### config.mk
export PLATFORM = sky130hd
export DESIGN_NAME = scsi_tgt_seq
export DESIGN_NICKNAME = d
export VERILOG_FILES = /design/src/rtl/scsi_tgt_pkg.sv /design/src/rtl/tgt_id_pick.sv /design/src/rtl/tgt_delay.sv /design/src/rtl/scsi_tgt_seq.sv
export SDC_FILE = /design/constraint.sdc
export NUM_CORES = 1
export LEC_CHECK = 0
export ABC_AREA = 1
export ABC_CLOCK_PERIOD_IN_PS = 2800
export BUFFER_PORTS_ARGS = -buffer_cell sky130_fd_sc_hd__buf_2
export CAP_MARGIN = 5
export CORE_AREA = 2 2 91 128
export CTS_CLUSTER_DIAMETER = 30
export DETAILED_ROUTE_END_ITERATION = 10
export DIE_AREA = 0 0 93 130
export PLACE_DENSITY = 0.79
export SLEW_MARGIN = 20
export SYNTH_ARGS = -nofsm -noshare
export SYNTH_HDL_FRONTEND = slang
export SYNTH_SLANG_ARGS = --single-unit
### constraint.sdc
create_clock -name clk -period 2.8 [get_ports clk]
set_input_delay 0.56 -clock clk [delete_from_list [all_inputs] [get_ports clk]]
set_output_delay 0.56 -clock clk [all_outputs]
set_load 0.1 [all_outputs]
### src/rtl/scsi_tgt_pkg.sv
`timescale 1ns/1ps
package scsi_tgt_pkg;

  // bus phase code on {MSG, C/D, I/O}
  typedef enum logic [2:0] {
    PH_DOUT = 3'b000,
    PH_DIN  = 3'b001,
    PH_CMD  = 3'b010,
    PH_STAT = 3'b011,
    PH_MOUT = 3'b110,
    PH_MIN  = 3'b111
  } phase_e;

  typedef enum logic [3:0] {
    ST_IDLE, ST_SEL, ST_WAIT, ST_MOUT, ST_MID,
    ST_CMD, ST_DIN, ST_DOUT, ST_STAT, ST_MIN
  } seq_e;

  // command block size from the opcode group
  function automatic logic [4:0] cdb_bytes(input logic [2:0] grp);
    case (grp)
      3'd0, 3'd3, 3'd7: return 5'd6;
      3'd1, 3'd2, 3'd6: return 5'd10;
      3'd4:             return 5'd16;
      default:          return 5'd12;
    endcase
  endfunction

  // message length guess from the leading byte; 3 marks an extended message
  function automatic logic [7:0] msg_first_len(input logic [7:0] b);
    if (b == 8'h00 || b >= 8'h80 || (b >= 8'h02 && b <= 8'h1F)) return 8'd1;
    if (b >= 8'h20 && b <= 8'h2F) return 8'd2;
    return 8'd3;
  endfunction

endpackage

### src/rtl/tgt_id_pick.sv
`timescale 1ns/1ps
module tgt_id_pick #(
  parameter int NUM_IDS = 8,
  parameter int ID_W    = $clog2(NUM_IDS)
) (
  input  logic [NUM_IDS-1:0] sel_bits,
  input  logic [NUM_IDS-1:0] present,
  output logic               hit,
  output logic [ID_W-1:0]    id
);
  logic any;

  // scan from the top so the lowest set bit wins
  always_comb begin
    any = 1'b0;
    id  = '0;
    for (int i = NUM_IDS - 1; i >= 0; i--) begin
      if (sel_bits[i]) begin
        any = 1'b1;
        id  = ID_W'(i);
      end
    end
  end

  assign hit = any && present[id];
endmodule

### src/rtl/tgt_delay.sv
`timescale 1ns/1ps
module tgt_delay #(
  parameter int CNT_W = 4
) (
  input  logic             clk,
  input  logic             rst,
  input  logic             load,
  input  logic [CNT_W-1:0] load_val,
  output logic             fire
);
  logic [CNT_W-1:0] cnt;

  always_ff @(posedge clk) begin
    if (rst)             cnt <= '0;
    else if (load)       cnt <= load_val;
    else if (cnt != '0)  cnt <= cnt - 1'b1;
  end

  // an action loaded with N happens N edges after the load edge
  assign fire = (cnt == CNT_W'(1));

  a_r7_counts_down: assert property (@(posedge clk) disable iff (rst)
    (cnt != '0 && !load) |=> (cnt == CNT_W'($past(cnt) - 1'b1)));
endmodule

### src/rtl/scsi_tgt_seq.sv
`timescale 1ns/1ps
module scsi_tgt_seq
  import scsi_tgt_pkg::*;
#(
  parameter int NUM_IDS      = 8,
  parameter int ID_W         = $clog2(NUM_IDS),
  parameter int ADDR_W       = 8,
  parameter int LEN_W        = ADDR_W,
  parameter int CDB_SLOTS    = 16,
  parameter int PH_DLY       = 4,
  parameter int STAT_REQ_DLY = 8,
  parameter int BYTE_REQ_DLY = 3
) (
  input  logic               clk,
  input  logic               rst,
  input  logic               sel_i,
  input  logic               atn_i,
  input  logic               bsy_i,
  input  logic               ack_i,
  input  logic [7:0]         data_i,
  output logic               bsy_o,
  output logic               req_o,
  output logic               cd_o,
  output logic               io_o,
  output logic               msg_o,
  output logic [7:0]         data_o,
  input  logic [NUM_IDS-1:0] dev_present_i,
  output logic [ID_W-1:0]    target_id_o,
  output logic [2:0]         lun_o,
  output logic               cmd_done_o,
  input  logic [2:0]         next_phase_i,
  input  logic [LEN_W-1:0]   xfer_len_i,
  input  logic [7:0]         status_i,
  output logic [ADDR_W-1:0]  buf_raddr_o,
  input  logic [7:0]         buf_rdata_i,
  output logic               buf_we_o,
  output logic [ADDR_W-1:0]  buf_waddr_o,
  output logic [7:0]         buf_wdata_o
);
  localparam int CNT_W = $clog2(STAT_REQ_DLY + 1);
  localparam logic [CNT_W-1:0] PH_V   = CNT_W'(PH_DLY);
  localparam logic [CNT_W-1:0] STAT_V = CNT_W'(STAT_REQ_DLY);
  localparam logic [CNT_W-1:0] BYTE_V = CNT_W'(BYTE_REQ_DLY);
  localparam logic [CNT_W-1:0] REST_V = CNT_W'(STAT_REQ_DLY - PH_DLY);
  localparam logic [ADDR_W-1:0] DATA_BASE = ADDR_W'(CDB_SLOTS);

  seq_e              state, pend_st;
  logic              pend_dev;
  phase_e            phase_q;
  logic              ack_q;
  logic [ADDR_W-1:0] pos;
  logic [4:0]        cdb_len;
  logic [7:0]        msg_cnt, msg_len;
  logic              msg_ext;
  logic [LEN_W-1:0]  xfer_len_q;

  logic              id_hit;
  logic [ID_W-1:0]   id_sel;
  logic              ph_load, rq_load, ph_fire, rq_fire;
  logic [CNT_W-1:0]  rq_val;

  tgt_id_pick #(.NUM_IDS(NUM_IDS), .ID_W(ID_W)) u_pick (
    .sel_bits (data_i[NUM_IDS-1:0]),
    .present  (dev_present_i),
    .hit      (id_hit),
    .id       (id_sel)
  );

  tgt_delay #(.CNT_W(CNT_W)) u_ph_dly (
    .clk(clk), .rst(rst), .load(ph_load), .load_val(PH_V), .fire(ph_fire)
  );

  tgt_delay #(.CNT_W(CNT_W)) u_rq_dly (
    .clk(clk), .rst(rst), .load(rq_load), .load_val(rq_val), .fire(rq_fire)
  );

  // handshake and length decisions
  logic       ack_rise, last_cmd, last_data, msg_done, dev_stat;
  logic [4:0] cdb_eff;
  logic [7:0] msg_tot;

  assign ack_rise  = ack_i && !ack_q && req_o;
  assign cdb_eff   = (pos == '0) ? cdb_bytes(data_i[7:5]) : cdb_len;
  assign last_cmd  = (32'(pos) + 1 == 32'(cdb_eff));
  assign last_data = (32'(pos) + 1 >= 32'(xfer_len_q));
  assign msg_tot   = (msg_cnt == 8'd0) ? msg_first_len(data_i) :
                     (msg_cnt == 8'd1 && msg_ext) ? data_i : msg_len;
  assign msg_done  = (32'(msg_cnt) + 1 >= 32'(msg_tot));
  assign dev_stat  = !(((next_phase_i == PH_DIN) || (next_phase_i == PH_DOUT))
                       && (xfer_len_i != '0));

  always_comb begin
    ph_load = 1'b0;
    rq_load = 1'b0;
    rq_val  = BYTE_V;
    case (state)
      ST_SEL:  ph_load = !sel_i && atn_i;
      ST_CMD:  if (ack_rise) begin
                 if (last_cmd) ph_load = 1'b1;
                 else          rq_load = 1'b1;
               end
      ST_DIN, ST_DOUT:
               if (ack_rise) begin
                 rq_load = 1'b1;
                 if (last_data) begin
                   ph_load = 1'b1;
                   rq_val  = STAT_V;
                 end
               end
      ST_STAT: if (ack_rise) begin
                 ph_load = 1'b1;
                 rq_load = 1'b1;
                 rq_val  = STAT_V;
               end
      ST_MIN:  ph_load = ack_rise;
      ST_MOUT: rq_load = ack_rise && !msg_done;
      ST_WAIT: if (ph_fire && pend_dev && dev_stat) begin
                 rq_load = 1'b1;
                 rq_val  = REST_V;
               end
      default: ;
    endcase
  end

  always_ff @(posedge clk) begin
    if (rst) begin
      state       <= ST_IDLE;
      pend_st     <= ST_IDLE;
      pend_dev    <= 1'b0;
      phase_q     <= PH_DOUT;
      ack_q       <= 1'b0;
      pos         <= '0;
      cdb_len     <= '0;
      msg_cnt     <= '0;
      msg_len     <= '0;
      msg_ext     <= 1'b0;
      xfer_len_q  <= '0;
      bsy_o       <= 1'b0;
      req_o       <= 1'b0;
      data_o      <= '0;
      target_id_o <= '0;
      lun_o       <= '0;
      cmd_done_o  <= 1'b0;
      buf_we_o    <= 1'b0;
      buf_waddr_o <= '0;
      buf_wdata_o <= '0;
    end else begin
      ack_q      <= ack_i;
      cmd_done_o <= 1'b0;
      buf_we_o   <= 1'b0;
      if (rq_fire) begin
        req_o <= 1'b1;
        if (state == ST_DIN) data_o <= buf_rdata_i;
      end
      case (state)
        ST_IDLE: if (sel_i && !bsy_i && id_hit) begin
          bsy_o       <= 1'b1;
          target_id_o <= id_sel;
          state       <= ST_SEL;
        end
        ST_SEL: if (!sel_i) begin
          if (!atn_i) begin
            state   <= ST_CMD;
            phase_q <= PH_CMD;
            req_o   <= 1'b1;
            pos     <= '0;
          end else begin
            state    <= ST_WAIT;
            pend_st  <= ST_MOUT;
            pend_dev <= 1'b0;
            msg_cnt  <= '0;
            msg_ext  <= 1'b0;
          end
        end
        ST_WAIT: if (ph_fire) begin
          if (pend_dev) begin
            if (dev_stat) begin
              state   <= ST_STAT;
              phase_q <= PH_STAT;
              data_o  <= status_i;
            end else begin
              xfer_len_q <= xfer_len_i;
              req_o      <= 1'b1;
              if (next_phase_i == PH_DIN) begin
                state   <= ST_DIN;
                phase_q <= PH_DIN;
                data_o  <= buf_rdata_i;
              end else begin
                state   <= ST_DOUT;
                phase_q <= PH_DOUT;
              end
            end
          end else begin
            case (pend_st)
              ST_MOUT: begin
                state   <= ST_MOUT;
                phase_q <= PH_MOUT;
                req_o   <= 1'b1;
              end
              ST_STAT: begin
                state   <= ST_STAT;
                phase_q <= PH_STAT;
                data_o  <= status_i;
              end
              ST_MIN: begin
                state   <= ST_MIN;
                phase_q <= PH_MIN;
                data_o  <= 8'h00;
              end
              default: begin
                state   <= ST_IDLE;
                phase_q <= PH_DOUT;
                bsy_o   <= 1'b0;
                data_o  <= 8'h00;
              end
            endcase
          end
        end
        ST_MOUT: if (ack_rise) begin
          req_o   <= 1'b0;
          msg_cnt <= msg_cnt + 8'd1;
          if (msg_cnt == 8'd0) begin
            msg_len <= msg_first_len(data_i);
            msg_ext <= (msg_first_len(data_i) == 8'd3);
            if (data_i[7] && !data_i[5]) lun_o <= data_i[2:0];
          end else if (msg_cnt == 8'd1 && msg_ext) begin
            msg_len <= data_i;
          end
          if (msg_done) state <= ST_MID;
        end
        ST_MID: begin
          state   <= ST_CMD;
          phase_q <= PH_CMD;
          req_o   <= 1'b1;
          pos     <= '0;
        end
        ST_CMD: if (ack_rise) begin
          req_o       <= 1'b0;
          buf_we_o    <= 1'b1;
          buf_waddr_o <= pos;
          buf_wdata_o <= data_i;
          if (pos == '0) cdb_len <= cdb_bytes(data_i[7:5]);
          if (last_cmd) begin
            cmd_done_o <= 1'b1;
            pos        <= '0;
            pend_dev   <= 1'b1;
            state      <= ST_WAIT;
          end else begin
            pos <= pos + 1'b1;
          end
        end
        ST_DIN, ST_DOUT: if (ack_rise) begin
          req_o <= 1'b0;
          pos   <= pos + 1'b1;
          if (state == ST_DOUT) begin
            buf_we_o    <= 1'b1;
            buf_waddr_o <= DATA_BASE + pos;
            buf_wdata_o <= data_i;
          end
          if (last_data) begin
            state    <= ST_WAIT;
            pend_st  <= ST_STAT;
            pend_dev <= 1'b0;
          end
        end
        ST_STAT: if (ack_rise) begin
          req_o    <= 1'b0;
          state    <= ST_WAIT;
          pend_st  <= ST_MIN;
          pend_dev <= 1'b0;
        end
        ST_MIN: if (ack_rise) begin
          req_o    <= 1'b0;
          state    <= ST_WAIT;
          pend_st  <= ST_IDLE;
          pend_dev <= 1'b0;
        end
        default: state <= ST_IDLE;
      endcase
    end
  end

  assign {msg_o, cd_o, io_o} = phase_q;
  assign buf_raddr_o = DATA_BASE + pos;

  // the target never requests without holding the bus
  a_r1_req_only_with_bsy: assert property (@(posedge clk) disable iff (rst)
    req_o |-> bsy_o);

  // a captured byte always takes REQ down
  a_r4_req_drops_on_ack: assert property (@(posedge clk) disable iff (rst)
    (ack_i && !ack_q && req_o) |=> !req_o);

  // buffer writes only come from the command or data-out phase
  a_r4_write_source: assert property (@(posedge clk) disable iff (rst)
    buf_we_o |-> ($past(state) == ST_CMD || $past(state) == ST_DOUT));

  // completion is a single-cycle strobe
  a_r5_done_is_pulse: assert property (@(posedge clk) disable iff (rst)
    cmd_done_o |=> !cmd_done_o);

  // the unit number only moves during message out
  a_r9_lun_from_msgout: assert property (@(posedge clk) disable iff (rst)
    !$stable(lun_o) |-> ($past(state) == ST_MOUT));

  // the bus is released only out of message in
  a_r11_free_after_msgin: assert property (@(posedge clk) disable iff (rst)
    $fell(bsy_o) |-> ($past(phase_q) == PH_MIN));

  // phase lines hold still while a request is outstanding
  a_r12_phase_stable_in_req: assert property (@(posedge clk) disable iff (rst)
    (req_o && $past(req_o)) |-> $stable({msg_o, cd_o, io_o}));
endmodule

==> results of run 1 <==
[sequential cells by signal, summed over array words and instances (netlist names), 3 cells and up]
signal	cells
lun_o	3
phase_q	3
pos	8
u_rq_dly.cnt	4
state	4
msg_len	8
buf_wdata_o	8
data_o	8
buf_waddr_o	8
cdb_len	5
xfer_len_q	8
u_ph_dly.cnt	4
target_id_o	3
msg_cnt	8
pend_st	3
[worst paths after layout]
check | startpoint | end | slack, ns
setup / recovery | msg_cnt[4]$_SDFFE_PP0P_ | u_rq_dly.cnt[1]$_SDFFE_PP0P_ | 0.002
hold / removal | ack_i | ack_q$_SDFF_PP0_ | 0.42
setup reg to reg | msg_cnt[4]$_SDFFE_PP0P_ | u_rq_dly.cnt[1]$_SDFFE_PP0P_ | 0.002
hold reg to reg | cdb_len[4]$_SDFFE_PP0P_ | cdb_len[4]$_SDFFE_PP0P_ | 0.47
[worst max-delay path, cell delays in order, from the launching register on]
cell,delay [ns]
dfxtp_2,0.33
nor4_2,0.26
buf_4,0.15
nand4_1,0.11
buf_4,0.18
a21oi_2,0.10
o21ai_1,0.06
nand2_1,0.08
inv_1,0.05
ha_1,0.27
nand4_1,0.14
nor3_2,0.16
nor2_1,0.06
o21ai_1,0.07
nand2_1,0.08
nand4_1,0.08
nand2_1,0.07
inv_2,0.10
nand2_2,0.08
nand2_2,0.08
nand2_1,0.05
nor2_1,0.10
nor2_1,0.05
[synth_stat cells, types with 2 or more instances]
cell type and number:
nand2_1 169, inv_1 129, dfxtp_1 92, a21oi_1 91
nor2_1 79, o21ai_0 79, nand3_1 60, ha_1 28
clkbuf_1 19, nand4_1 13, nor3_1 12, xor2_1 9
o2111ai_1 8, o211ai_1 8, nand2_2 6, buf_4 5
nand3b_1 5, nor4_1 5, clkinv_1 4, a211oi_1 3
a31oi_1 3, xnor2_1 3, buf_2 2, nand3_2 2
nor2_2 2, nor2_4 2, nor3b_1 2, o21a_1 2
[per-stage QoR]
| stage | util (%) | hold slack [ns] | cells |
|---|---|---|---|
| floorplan | - | 0.435 | 856 |
| CTS | 61.5 | 0.425 | 1129 |
| global placement | 58.8 | 0.446 | 1113 |
| finish | 62.0 | 0.421 | 1130 |
| detailed placement | 58.8 | 0.460 | 1113 |
| global route | 62.0 | 0.426 | 1130 |
[area by class of cell]
type | instances | area (µm²) | area share, %
flip-flops and latches | 92 | 1840 | 26.9
inverters | 134 | 504 | 7.36
well taps | 144 | 180 | 2.63
multi-input cells | 604 | 3210 | 46.8
clock inverters | 7 | 66.3 | 0.968
clock buffers | 9 | 225 | 3.29
repair buffers | 140 | 822 | 12.0
[report_power, final]
part	switching (mW)	leakage (nW)	internal, mW	total, mW
clock	0.584	0.145	0.627	1.21
sequential	0.0919	0.746	1.44	1.53
combinational	1.15	2.60	0.514	1.66
[kinds of logic (layout without fill, tap and decap cells)]
logic type      after synthesis  in the layout  share of synthesized area (%)
compound gates              204            204                           20.0
xor+xnor                     12             12                           1.87
fa+ha+maj                    28             28                           6.23
buf+inv                     160            290                           11.1
flops                        92             92                           32.8
simple gates                360            360                           28.0
[timing repair]
action,4_1_cts,5_1_grt
endpoints found under the setup margin,4,11
buffers inserted,0,1
resized for setup,2,19
pin swaps,0,4
[routing by layer]
metal	track usage, %	wire, µm	vias to the layer above
met5	0	0	-
met4	10.4	429	0
met3	3.12	722	40
met2	47.9	7770	186
met1	28.4	6280	2684
li1	-	-	3073
==> run summary, run 1 <==
Root Buffer: clkbuf_16
Flops & latches, synth: 92
Minimum clock period: 2.80 ns
Starting DRT DRC Count: 323
Row count: 46
Post-synth EDFFs: 0
GRT overflow: 0
Net Count, Synth: 933
Post-route setup TNS: 0 ns
RSZ-0062 raised after global routing: true
Final Instance Area: 6850 µm²
Synth Instances: 856
H-Tree Depth: 3
Worst setup path class: reg2reg
Worst setup margin: 0.00207 ns
ANT nets after route: 0
Clock sink count: 92
Vias per cell: 5.29
Synth top area cells: dfxtp_1 (33%), nand2_1 (11%), inv_1 (8.6%)
Reg2reg path depth: 22
WP data required: 3.05 ns
Fin. max-slew vios: 0
Crit. End Element: register
Drt total wl: 15200 µm
Most frequent cells in the layout: nand2_1 (165), inv_1 (128), buf_2 (93)
Worst Skew: 0.00555 ns
Initial antenna violation count: 0
Clock latency on the worst-skew pair: 0.35 ns
Crit share post-route: 99.9%
Gr usage total: 25.3%
Fin. Hold Viols: 0
Placement Cell Area: 6500 µm²
Post-DP HPWL: 11400 µm
Critical Path Source Type: register
Power per cell area: 643 nW/µm²
Top-level port count: 94
# Max-Cap Violations: 0
Antenna cell count: 0
Height of the die: 130 µm
Worst IR Drop VDD: 0.381 mV
Die W: 93 µm
Clock Path Buffers: 2
Fillers: 1079
Run status: finished, final reports clean
Sequential element share of the synthesized area: 32.8%
Avg Inst Size Synth: 6.56 µm²
Nets: 1058
DP Worst Slack: -0.0685 ns
Max frequency: 0.357 GHz
Worst-path clk slew: 0.07 ns
Via count: 5983
Arrival @ worst endpoint: 3.05 ns
Die Area: 12100 µm²
DRT Pass-1 Iters: 6
WL per Instance: 13.4 µm
Cts hold-fix bufs: 0
WHS Path Cells: 3
TritonCTS clock tree: built
Port Buf Inserts: 93
Largest net degree at the start of global routing: 55
Yosys top cell by area: dfxtp_1
Pleak: 3.49 nW
Pwr Total: 4.41 mW
TritonCTS buffer count: 9
Warning count from the yosys run: 0
RD Place Congestion: 0.919
Min-delay worst type: in2reg
Initial Util: 50.8%
Worst slew pin tran: 0.526 ns
Share of layout cells above drive strength 1: 19.0%
Most common flop cell mapped by yosys: dfxtp_1
Slew margin rel.: 64.6%
Commonest non-fill, non-tap cell in the layout: nand2_1
Post-synth cell types: 42
Area Overhead vs Synth: 21.9%
Setup violations, final: 0
Synthesized area: 5620 µm²
Vias in the first global route: 5558
# DRC: 0
Asr flop ratio synth: 0%
Post-synth top area share: 32.8%
First-pass GRT wire length: 24800 µm
CP max FO: 4
Core ar.: 11100 µm²
Power figures use the tool's default switching activity.
==> run 2: changes to the inputs <==
Settings changed: PLACE_DENSITY 0.79 to not set, PLACE_DENSITY_LB_ADDON set to 0.12.
==> run 2 against run 1 <==
Against the previous run: the flow now finishes with violations (setup timing); utilization up 0.94 points; highest routed layer unchanged; worst setup slack worse by 0.099 ns; combinational power up 2%; critical path type unchanged; clock skew up 0.0038 ns; hold slack better by 0.0028 ns.
==> run summary, run 2 (synthesized netlist as in run 1, its figures left out) <==
Failing checks: setup timing
Starting DRT DRC Count: 304
Row count: 46
Fin cells: 1134
Initial Util: 50.8%
Top-level port count: 94
ANT nets after route: 0
Worst IR Drop VDD: 0.396 mV
Worst Skew: 0.00932 ns
Largest net degree at the start of global routing: 36
Crit share post-route: 103%
Crit. End Element: register
Nets: 1062
Run status: complete, but fails checks
Critical Path Source Type: register
Fin. max-slew vios: 0
Slowest library cell on the worst path: dfxtp_4
Share of layout cells above drive strength 1: 20.4%
Post-DP HPWL: 12400 µm
DRT Pass-1 Iters: 5
TritonCTS clock tree: built
Clock latency on the worst-skew pair: 0.35 ns
Fillers: 1071
CP cell instances: nor4_4 > buf_4 > nand4_1 > buf_4 > a21oi_2 > o21ai_1 > nand2_1 > inv_1 > ha_1 > nand4_1 > nor3b_1 > a21oi_1 > nand4_1 > nand2_1 > inv_2 > nand3_4 > nand2_4 > buf_4 > a21oi_1
Fin. Hold Viols: 0
Pwr Total: 4.47 mW
RSZ-0062 raised after global routing: true
Core ar.: 11100 µm²
RD Place Congestion: 0.944
# Max-Cap Violations: 0
Initial antenna violation count: 0
Via count: 6110
GRT overflow: 0
Footprint of the multi-input gates: 3250 µm²
Drt total wl: 15800 µm
Arrival @ worst endpoint: 3.13 ns
WP data required: 3.04 ns
Commonest non-fill, non-tap cell in the layout: nand2_1
Antenna cell count: 0
TritonCTS buffer count: 9
Gr usage total: 26.6%
Die W: 93 µm
FF+latch area: 1850 µm²
Minimum clock period: 2.90 ns
Height of the die: 130 µm
Power per cell area: 643 nW/µm²
DP Worst Slack: -0.158 ns
CP max FO: 4
Setup violations, final: 7
Area Overhead vs Synth: 23.7%
Worst setup margin: -0.0967 ns
Clock Path Buffers: 2
DP Cell Count: 1117
Root Buffer: clkbuf_16
Worst setup path class: reg2reg
Cts hold-fix bufs: 0
Worst path bufs/invs: 5
WL per Instance: 13.9 µm
Worst slew pin tran: 0.670 ns
Vias in the first global route: 5703
H-Tree Depth: 3
# DRC: 0
Most frequent cells in the layout: nand2_1 (162), inv_1 (128), buf_2 (93)
Max incr delay on CP: 0.36 ns
Vias per cell: 5.39
Port Buf Inserts: 93
Max frequency: 0.345 GHz
Die Area: 12100 µm²
Worst path top cell family by delay: simple AND/OR/NAND/NOR gates
Worst-path clk slew: 0.07 ns
Min-delay worst type: in2reg
Post-route setup TNS: -0.349 ns
Clock sink count: 92
Pleak: 3.53 nW
First-pass GRT wire length: 25900 µm
Slew margin rel.: 55.1%
[run 2: cell count changes in the layout (fill, tap and decap cells not counted), moves of 3 or more]
cell     delta
nand2_2     +3
buf_4       +3
nand2_1     -3
dfxtp_2     +3
dfxtp_1     -4
[run 2: timing repair]
action,CTS,global route
pin swaps,8,10
setup buffers,0,1
setup endpoints to repair,8,16
resized for setup,13,21
[run 2: final timing paths]
check | start | end | slack (ns) | depth (start not counted)
setup / recovery | msg_cnt[7]$_SDFFE_PP0P_ | u_rq_dly.cnt[2]$_SDFFE_PP0P_ | -0.1 | 19
hold / removal | ack_i | ack_q$_SDFF_PP0_ | 0.42 | 3
setup reg to reg | msg_cnt[7]$_SDFFE_PP0P_ | u_rq_dly.cnt[2]$_SDFFE_PP0P_ | -0.1 | 19
hold reg to reg | phase_q[0]$_SDFFE_PP0P_ | phase_q[0]$_SDFFE_PP0P_ | 0.46 | 2
[run 2: through the flow]
stage                     util, %  cell area [µm²]  hold WS, ns
after floorplan                 -             5630        0.435
after global placement       59.2             6540        0.453
after detailed placement     59.2             6540        0.455
after CTS                    62.3             6890        0.415
after global routing         62.9             6950        0.440
final                        62.9             6950        0.424
[run 2: area by class of cell]
cell class / count / share of cell area, %
clock inverters: 7 / 1.13
repair buffers: 144 / 12.4
well taps: 144 / 2.59
multi-input cells: 604 / 46.7
clock buffers: 9 / 3.24
flip-flops and latches: 92 / 26.6
inverters: 134 / 7.25
[run 2: worst register-to-register path: cells and delay by family, from the launching register on]
kind,cells,cell delay (ns)
simple gates,9,1.22
fa+ha+maj,1,0.27
buf+inv,5,0.64
flops,1,0.36
compound gates,4,0.32
[run 2: layer usage]
layer,vias up,global-route usage (%),routed length (µm)
li1,3089,-,-
met1,2800,30.7,6460
met2,181,48.2,8050
met3,40,3.93,821
met4,0,12.6,473
met5,-,0,0
[run 2: power by group]
part | leakage [nW] | switching [mW] | internal [mW]
clock | 0.149 | 0.598 | 0.637
combinational | 2.63 | 1.18 | 0.528
sequential | 0.748 | 0.0937 | 1.44
==> run 3: changes to the inputs <==
Settings changed: CORE_AREA 2 2 91 128 to 2 2 104 146, DIE_AREA 0 0 93 130 to 0 0 106 148.
==> run 3 against run 2 <==
Against the previous run: sequential power hardly changed; largest cell class unchanged; clock skew down 0.00085 ns; the run still ends with setup timing left; combinational power about the same; sequential share of layout area down 0.75 points; final area is 2.6% higher; count of clock-buffer cells in the layout unchanged; highest routed layer unchanged; register-to-register slack better by 0.06 ns; sequential cell count did not move.
==> run summary, run 3 (synthesized netlist as in run 1, its figures left out) <==
Row count: 52
Die W: 106 µm
Register-to-register path setup slack: -0.04 ns
Largest net degree at the start of global routing: 55
Crit share post-route: 101%
WHS Path Cells: 3
Initial Util: 39.1%
ANT nets after route: 0
R2r endpoint: u_rq_dly.cnt[1]$_SDFFE_PP0P_
Cts hold-fix bufs: 0
WL per Instance: 13.5 µm
Worst-path clk slew: 0.07 ns
Minimum clock period: 2.84 ns
DP Worst Slack: -0.0941 ns
Commonest non-fill, non-tap cell in the layout: nand2_1
CP max FO: 4
Max incr delay on CP: 0.34 ns
Clock latency on the worst-skew pair: 0.35 ns
TritonCTS buffer count: 9
CP cell instances: nor4_4 > buf_4 > nand4_1 > buf_4 > a21oi_2 > o21ai_1 > nand2_1 > inv_2 > ha_4 > nand4_1 > nor3_2 > nor2_1 > o21ai_1 > nand2_1 > nand4_1 > nand2_1 > inv_2 > nand2_2 > nand2_2 > nand2_1 > nor2_1 > nor2_1
RD Place Congestion: 0.905
DRT Pass-1 Iters: 4
Clock Path Buffers: 2
Gate power share: 38.0%
Setup violations, final: 4
Reg2reg path depth: 22
Switching Share: 41.6%
Height of the die: 148 µm
Hold Path Sink: ack_q$_SDFF_PP0_
Slew margin rel.: 62.4%
Worst Skew: 0.00847 ns
Gr usage total: 20.8%
Worst path bufs/invs: 4
Run status: complete, but fails checks
Max frequency: 0.352 GHz
Drt total wl: 16200 µm
Min-delay worst type: in2reg
Post-route setup TNS: -0.0983 ns
Worst setup path class: reg2reg
Critical Path Source Type: register
Nets: 1081
Via count: 5936
Vias in the first global route: 5512
Worst path top cell family by delay: simple AND/OR/NAND/NOR gates
Worst slew pin tran: 0.564 ns
Root Buffer: clkbuf_16
# Max-Cap Violations: 0
# DRC: 0
Arrival @ worst endpoint: 3.09 ns
Worst flop-to-flop path startpoint: msg_cnt[7]$_SDFFE_PP0P_
Worst IR Drop VDD: 0.293 mV
Crit. End Element: register
RSZ-0062 raised after global routing: true
Starting DRT DRC Count: 287
Most frequent cells in the layout: nand2_1 (163), inv_1 (127), buf_2 (93)
H-Tree Depth: 3
Die Area: 15700 µm²
Worst setup margin: -0.0393 ns
Psw: 1.86 mW
Hold WS: 0.424 ns
Power per cell area: 628 nW/µm²
Top-level port count: 94
Finished Core Util: 49.6%
Pleak: 3.62 nW
Core ar.: 14400 µm²
Initial antenna violation count: 0
Fin. Hold Viols: 0
Antenna cell count: 0
Clk pwr share: 27.7%
WP data required: 3.05 ns
Area Overhead vs Synth: 26.9%
Sequential Power Share: 34.3%
Post-DP HPWL: 12500 µm
Failing checks: setup timing
First-pass GRT wire length: 26100 µm
Clock sink count: 92
TritonCTS clock tree: built
Port Buf Inserts: 93
Crit-path most repeated cell: nand2_1
Fin. max-slew vios: 0
Vias per cell: 4.95
Hold Startpoint: ack_i
Share of layout cells above drive strength 1: 21.6%
GRT overflow: 0
Slowest library cell on the worst path: dfxtp_2
Internal power: 2.62 mW
[run 3: changes by cell type in the layout (fill, tap and decap cells not counted), sizes merged]
| cell | change |
|---|---|
| buf | +18 |
| clkinv | -2 |
| inv | +1 |
| clkinvlp | +2 |
[run 3: worst max path at each step]
stage / start / endpoint / slack (ns) / depth (start not counted)
after global placement: data_i[0] / u_rq_dly.cnt[0]$_SDFFE_PP0P_ / -0.02 / 22
final: msg_cnt[7]$_SDFFE_PP0P_ / u_rq_dly.cnt[1]$_SDFFE_PP0P_ / -0.04 / 22
after detailed placement: data_i[6] / u_rq_dly.cnt[0]$_SDFFE_PP0P_ / -0.09 / 24
after global routing: msg_cnt[7]$_SDFFE_PP0P_ / u_rq_dly.cnt[1]$_SDFFE_PP0P_ / -0.29 / 22
after CTS: msg_cnt[4]$_SDFFE_PP0P_ / u_rq_dly.cnt[0]$_SDFFE_PP0P_ / 0.02 / 22
after floorplan: msg_cnt[4]$_SDFFE_PP0P_ / u_rq_dly.cnt[0]$_SDFFE_PP0P_ / 0.02 / 18
[run 3: power by group through the flow]
stage | Clock, mW | Sequential (mW) | Combinational (mW)
global route | 1.33 | 1.55 | 1.91
global placement | 0 | 1.56 | 1.65
floorplan | 0 | 1.77 | 1.03
detailed placement | 0 | 1.57 | 1.64
CTS | 1.28 | 1.53 | 1.66
finish | 1.24 | 1.54 | 1.70
[run 3: final cells by class]
| cell class | count | area, µm² |
|---|---|---|
| fill | 1516 | 7250 |
| multi-input combinational | 604 | 3250 |
| sequential | 92 | 1850 |
| timing repair buffer | 162 | 983 |
| inverter | 134 | 507 |
| tap | 189 | 236 |
| clock buffer | 9 | 225 |
| clock inverter | 7 | 73.8 |
| timing repair inverter | 1 | 5.00 |
[run 3: stage by stage]
step / cell area, µm² / std cells / total power [mW]
final: 7130 / 1198 / 4.48
after global routing: 7130 / 1198 / 4.79
after CTS: 7020 / 1195 / 4.47
after detailed placement: 6710 / 1179 / 3.21
after global placement: 6710 / 1179 / 3.21
after floorplan: 5630 / 856 / 2.79
[run 3: metal layers]
metal,wire length (µm),global-route usage (%)
met5,0,0
met4,322,7.63
met3,649,2.69
met2,8330,38.6
met1,6910,24.3
[run 3: worst min-delay path: cells and delay by family]
| family | cells | cell delay, ns |
|---|---|---|
| buffers and inverters | 2 | 0.14 |
| and+or+nand+nor | 1 | 0.03 |
[run 3: timing repair]
action | in CTS | in global routing
buffers inserted | 0 | 2
endpoints found under the hold margin | 0 | 0
gates resized for setup | 3 | 27
pin swaps | 0 | 12
gates cloned | 0 | 1
setup endpoints to repair | 3 | 14
